## config.mk

```make
export PLATFORM = sky130hd
export DESIGN_NAME = acc8_core
export DESIGN_NICKNAME = d
export VERILOG_FILES = /design/src/rtl/acc8_pkg.sv /design/src/rtl/acc8_lenmap.sv /design/src/rtl/acc8_exec.sv /design/src/rtl/acc8_core.sv
export SDC_FILE = /design/constraint.sdc
export NUM_CORES = 1
export LEC_CHECK = 0
export BUFFER_PORTS_ARGS = -buffer_cell sky130_fd_sc_hd__buf_2
export CAP_MARGIN = 15
export CORE_ASPECT_RATIO = 0.6
export CORE_MARGIN = 5
export CORE_UTILIZATION = 59
export CTS_BUF_LIST = sky130_fd_sc_hd__clkbuf_8
export CTS_CLUSTER_DIAMETER = 100
export DETAILED_ROUTE_END_ITERATION = 6
export GPL_ROUTABILITY_DRIVEN = 0
export PLACE_DENSITY_LB_ADDON = 0.2
export SLEW_MARGIN = 20
export SYNTH_ARGS = -nofsm -noshare
export SYNTH_HDL_FRONTEND = slang
export SYNTH_SLANG_ARGS = --single-unit
```

## constraint.sdc

```tcl
create_clock -name clk -period 2.8 [get_ports clk]
set_input_delay 0 -clock clk [delete_from_list [all_inputs] [get_ports clk]]
set_output_delay 0 -clock clk [all_outputs]
set_load 0.05 [all_outputs]
```

## src/rtl/acc8_pkg.sv

```systemverilog
package acc8_pkg;
  localparam int DW = 8;
  localparam int AW = 2 * DW;

  localparam logic [DW-1:0] OP_MOVBA = 8'h47;
  localparam logic [DW-1:0] OP_ADDB  = 8'h80;
  localparam logic [DW-1:0] OP_INV   = 8'h2F;
  localparam logic [DW-1:0] OP_LDIA  = 8'h3E;
  localparam logic [DW-1:0] OP_LDIB  = 8'h06;
  localparam logic [DW-1:0] OP_LDM   = 8'h3A;
  localparam logic [DW-1:0] OP_JUMP  = 8'hC3;

  typedef enum logic [2:0] {
    ST_OPC = 3'd0,
    ST_IMM = 3'd1,
    ST_ADH = 3'd2,
    ST_MRD = 3'd3,
    ST_EXE = 3'd4
  } phase_t;

  function automatic logic [DW:0] add_wide(input logic [DW-1:0] a, input logic [DW-1:0] b);
    return {1'b0, a} + {1'b0, b};
  endfunction

  function automatic logic [1:0] op_bytes(input logic [DW-1:0] op);
    case (op)
      OP_LDIA, OP_LDIB: return 2'd2;
      OP_LDM, OP_JUMP:  return 2'd3;
      default:          return 2'd1;
    endcase
  endfunction
endpackage

```

## src/rtl/acc8_lenmap.sv

```systemverilog
module acc8_lenmap
  import acc8_pkg::*;
(
  input  logic [DW-1:0] opcode,
  output logic [1:0]    nbytes
);
  assign nbytes = op_bytes(opcode);
endmodule

```

## src/rtl/acc8_exec.sv

```systemverilog
module acc8_exec
  import acc8_pkg::*;
(
  input  logic [DW-1:0] opcode,
  input  logic [DW-1:0] acc_i,
  input  logic [DW-1:0] b_i,
  input  logic [DW-1:0] imm_i,
  input  logic [DW-1:0] mem_i,
  input  logic          cy_i,
  input  logic          zr_i,
  output logic [DW-1:0] acc_o,
  output logic [DW-1:0] b_o,
  output logic          cy_o,
  output logic          zr_o
);
  logic [DW:0] sum;
  assign sum = add_wide(acc_i, b_i);

  always_comb begin
    acc_o = acc_i;
    b_o   = b_i;
    cy_o  = cy_i;
    zr_o  = zr_i;
    case (opcode)
      OP_MOVBA: b_o = acc_i;
      OP_ADDB: begin
        acc_o = sum[DW-1:0];
        cy_o  = sum[DW];
        zr_o  = (sum[DW-1:0] == '0);
      end
      OP_INV:  acc_o = ~acc_i;
      OP_LDIA: acc_o = imm_i;
      OP_LDIB: b_o   = imm_i;
      OP_LDM:  acc_o = mem_i;
      default: ;
    endcase
  end
endmodule

```

## src/rtl/acc8_core.sv

```systemverilog
module acc8_core
  import acc8_pkg::*;
(
  input  logic          clk,
  input  logic          rst,
  output logic [AW-1:0] mem_addr,
  output logic          mem_rd,
  output logic          mem_wr,
  input  logic [DW-1:0] mem_rdata,
  output logic [DW-1:0] dbg_acc,
  output logic [DW-1:0] dbg_b,
  output logic [AW-1:0] dbg_pc,
  output logic [1:0]    dbg_flags
);
  phase_t        state;
  logic          half_q;
  logic [AW-1:0] pc_q;
  logic [DW-1:0] opc_q, lo_q, hi_q, md_q, acc_q, b_q;
  logic          cy_q, zr_q;
  logic [1:0]    new_len, cur_len;
  logic [DW-1:0] x_acc, x_b;
  logic          x_cy, x_zr;

  // named events used by the assertions
  logic byte_req, exec_fire, exec_jmp, exec_add, exec_inv;
  assign mem_rd    = (state != ST_EXE) && !half_q;
  assign byte_req  = mem_rd && (state != ST_MRD);
  assign exec_fire = (state == ST_EXE);
  assign exec_jmp  = exec_fire && (opc_q == OP_JUMP);
  assign exec_add  = exec_fire && (opc_q == OP_ADDB);
  assign exec_inv  = exec_fire && (opc_q == OP_INV);

  assign mem_addr  = (state == ST_MRD) ? {hi_q, lo_q} : pc_q;
  assign mem_wr    = 1'b0;
  assign dbg_acc   = acc_q;
  assign dbg_b     = b_q;
  assign dbg_pc    = pc_q;
  assign dbg_flags = {cy_q, zr_q};

  acc8_lenmap u_len_new (.opcode(mem_rdata), .nbytes(new_len));
  acc8_lenmap u_len_cur (.opcode(opc_q),     .nbytes(cur_len));

  acc8_exec u_exec (
    .opcode(opc_q), .acc_i(acc_q), .b_i(b_q), .imm_i(lo_q), .mem_i(md_q),
    .cy_i(cy_q), .zr_i(zr_q), .acc_o(x_acc), .b_o(x_b), .cy_o(x_cy), .zr_o(x_zr)
  );

  always_ff @(posedge clk) begin
    if (rst) begin
      state  <= ST_OPC;
      half_q <= 1'b0;
      pc_q   <= '0;
      opc_q  <= '0;
      lo_q   <= '0;
      hi_q   <= '0;
      md_q   <= '0;
      acc_q  <= '0;
      b_q    <= '0;
      cy_q   <= 1'b0;
      zr_q   <= 1'b0;
    end else begin
      if (byte_req) pc_q <= pc_q + 1'b1;
      if (mem_rd) half_q <= 1'b1;
      case (state)
        ST_OPC: if (half_q) begin
          half_q <= 1'b0;
          opc_q  <= mem_rdata;
          state  <= (new_len == 2'd1) ? ST_EXE : ST_IMM;
        end
        ST_IMM: if (half_q) begin
          half_q <= 1'b0;
          lo_q   <= mem_rdata;
          state  <= (cur_len == 2'd3) ? ST_ADH : ST_EXE;
        end
        ST_ADH: if (half_q) begin
          half_q <= 1'b0;
          hi_q   <= mem_rdata;
          state  <= (opc_q == OP_LDM) ? ST_MRD : ST_EXE;
        end
        ST_MRD: if (half_q) begin
          half_q <= 1'b0;
          md_q   <= mem_rdata;
          state  <= ST_EXE;
        end
        ST_EXE: begin
          acc_q <= x_acc;
          b_q   <= x_b;
          cy_q  <= x_cy;
          zr_q  <= x_zr;
          if (exec_jmp) pc_q <= {hi_q, lo_q};
          state <= ST_OPC;
        end
        default: state <= ST_OPC;
      endcase
    end
  end

  p_rd_gap_r2: assert property (@(posedge clk) disable iff (rst)
    mem_rd |=> !mem_rd);
  p_pc_step_r2: assert property (@(posedge clk) disable iff (rst)
    byte_req |=> (pc_q == $past(pc_q) + 1'b1));
  p_len3_r3: assert property (@(posedge clk) disable iff (rst)
    (state == ST_ADH) |-> (cur_len == 2'd3));
  p_add_r6: assert property (@(posedge clk) disable iff (rst)
    exec_add |=> ({cy_q, acc_q} == ({1'b0, $past(acc_q)} + {1'b0, $past(b_q)})));
  p_zero_r6: assert property (@(posedge clk) disable iff (rst)
    exec_add |=> (zr_q == (acc_q == '0)));
  p_inv_r7: assert property (@(posedge clk) disable iff (rst)
    exec_inv |=> (cy_q == $past(cy_q) && zr_q == $past(zr_q) && acc_q == ~$past(acc_q)));
  p_jump_r10: assert property (@(posedge clk) disable iff (rst)
    exec_jmp |=> (pc_q == $past({hi_q, lo_q}) && state == ST_OPC));
endmodule

```

==> results.ini <==
[status]
outcome=complete, no violations

[finish]
final_cell_count_no_fill=651
multi_input_area_um2=2340
mostFrequentLayoutCells=nand2_1 (131), dfxtp_1 (70), buf_2 (60), nor2_1 (41), a21oi_1 (37)
area_growth_pct=14.9
regArea_um2=1400
drive_above_1_share_pct=15.6
nNetsFinal=579
num_antenna_cells=0
fill_cells=567
layout_commonest_cell=nand2_1

[power]
p_leak_nw=1.90
p_per_area_nw_per_um2=471
ir_drop_mv=0.301

[floorplanning]
chipWidth_um=115
dieArea_um2=8410
start_util_pct=59.6
ios=62
fp.dieH_um=73.1
rows=23
core-area_um2=6560

[timing]
grt_setup_unrepaired=no
period_needed_ns=2.42
finalCritPeriodShare_pct=86.4
clock_skew_ns=0.0107
slew_headroom_pct=42.8
hold_violations=0
tns_ns=0
slew_violations=0
worst_pin_slew_ns=0.851
fmaxAchievable_ghz=0.413
final-setup-viol-count=0

[route]
viasPerCell=6.08
first_iter_violations=460
firstDrtPassIters=5
vias=3955
wl_per_cell_um=17.1
ant_nets=0
drcViolationCount=0
wirelength_um=11200

[worst_setup_path]
ff2ff_path_depth=7
path_class=reg2reg
path_buf_inv=0
path_cells=ha_1 > fa_1 > a211o_1 > a2111o_1 > o311ai_0 > o211ai_1 > a21oi_1
path_depth=7
critPathCaptureType=register
slowest_delay_ns=0.45
cp_max_fo=5
cp_slowest_cell=fa_1
critical_path.startpoint_type=register
cp_data_arrival_time_ns=2.70
path_delay_family=compound AO/OA/AOI/OAI gates
required_ns=3.08

[placement]
hpwlAfterDp_um=8060
portBuffers=60
place_inst=627

[global_routing]
grt_pass1_vias=3525
grt_max_degree=59
grt_usage_pct=27.5
antenna_found_initial=0
grt_pass1_wl_um=18100
grt_overflow=0

[cts]
clock_latency_ns=0.35
clock-sinks=70
cts_resized=0
htreeDepth=3
cts_tree=yes
clockRootBuffer=clkbuf_8
clockBufferDepth=2
clk_pin_slew_ns=0.08
cts_setup_buffers=0
cts-buffers-inserted=9

[synthesis]
synth_edf_count=0
syn-cell-area_um2=3910
synth_cell_type_count=59
synth_fp_nets=527
synth_warnings=0
synthFlopType=dfxtp_1
syn_area_per_cell_um2=7.71
syn_inst=507
async_flop_share_pct=0
seq_area_frac_synth_pct=35.8
synth-seq-cells=70

[worst_hold_path]
whs_path_depth=2
hold_class=in2reg

[job]
maxCapViolations=0

flip-flops by register name (all words and copies together) (netlist names):
| name | count |
|---|---|
| lo_q | 8 |
| hi_q | 8 |
| opc_q | 8 |
| zr_q | 1 |
| md_q | 8 |
| dbg_b | 8 |
| half_q | 1 |
| dbg_pc | 16 |
| state | 3 |
| dbg_acc | 8 |
| cy_q | 1 |
kinds of logic after synthesis:
family                   synth area share (%)
AND/OR/NAND/NOR                          29.5
AO/OA/AOI/OAI                            19.5
flip-flops                               35.8
buffers and inverters                    4.26
XOR/XNOR                                 4.03
multiplexers                             3.33
adder cells (fa/ha/maj)                  3.39
other                                  0.0959
power breakdown:
part / internal, mW / total (mW) / switching, mW
registers: 1.01 / 1.04 / 0.0285
clock network: 0.452 / 0.826 / 0.374
logic: 0.0755 / 0.247 / 0.171
total: 1.54 / 2.12 / 0.574
Yosys cell counts, types with 8 or more instances:
cell type / instances / share of area (%)
a211oi_1: 32 / 6.1
ha_1: 9 / 2.9
nand2_1: 131 / 13
mux2i_1: 13 / 3.3
xor2_1: 16 / 3.6
dfxtp_1: 70 / 36
a21oi_1: 37 / 4.7
nor2_1: 41 / 3.9
buf_2: 10 / 1.3
o21ai_0: 12 / 1.5
nor3_1: 8 / 1.0
clkbuf_1: 18 / 1.7
repair_timing:
item | in CTS | in global routing
endpoints found under the hold margin | 32 | 0
setup endpoints to repair | 0 | 0
hold buffers | 8 | 0
worst paths after layout:
kind              startpoint         end  slack (ns)
hold reg to reg      md_q[6]     md_q[6]        0.45
setup / recovery  dbg_acc[0]  dbg_acc[6]        0.38
hold / removal           rst  dbg_acc[6]        0.06
setup reg to reg  dbg_acc[0]  dbg_acc[6]        0.38
layout make-up:
| class | instances | area share, % |
|---|---|---|
| inverter | 6 | 0.501 |
| clock inverter | 5 | 1.09 |
| clock buffer | 11 | 3.37 |
| timing repair buffer | 73 | 9.30 |
| tap | 87 | 2.42 |
| sequential | 70 | 31.2 |
| multi-input combinational | 399 | 52.1 |
per-layer routing:
metal  routed length [µm]  GRT usage, %  vias up
met5                    0             0        -
met4                  186          7.81        0
met3                 1170          6.30       21
met2                 4650          38.6      195
met1                 5150          41.7     1840
li1                     -             -     1899
per-stage QoR:
stage | utilization, % | hold slack, ns | power, mW | instance area (µm²) | setup slack (ns)
3_3_place_gp | 64.2 | 0.309 | 1.29 | 4210 | 0.571
6_report | 68.5 | 0.0622 | 2.12 | 4490 | 0.381
5_1_grt | 68.5 | 0.0420 | 2.19 | 4490 | 0.349
3_5_place_dp | 64.2 | 0.309 | 1.30 | 4210 | 0.488
4_1_cts | 68.5 | 0.0290 | 2.12 | 4490 | 0.453
2_1_floorplan | - | 0.136 | 1.24 | 3910 | 0.297
No activity file was read; power rests on OpenSTA's default activity.
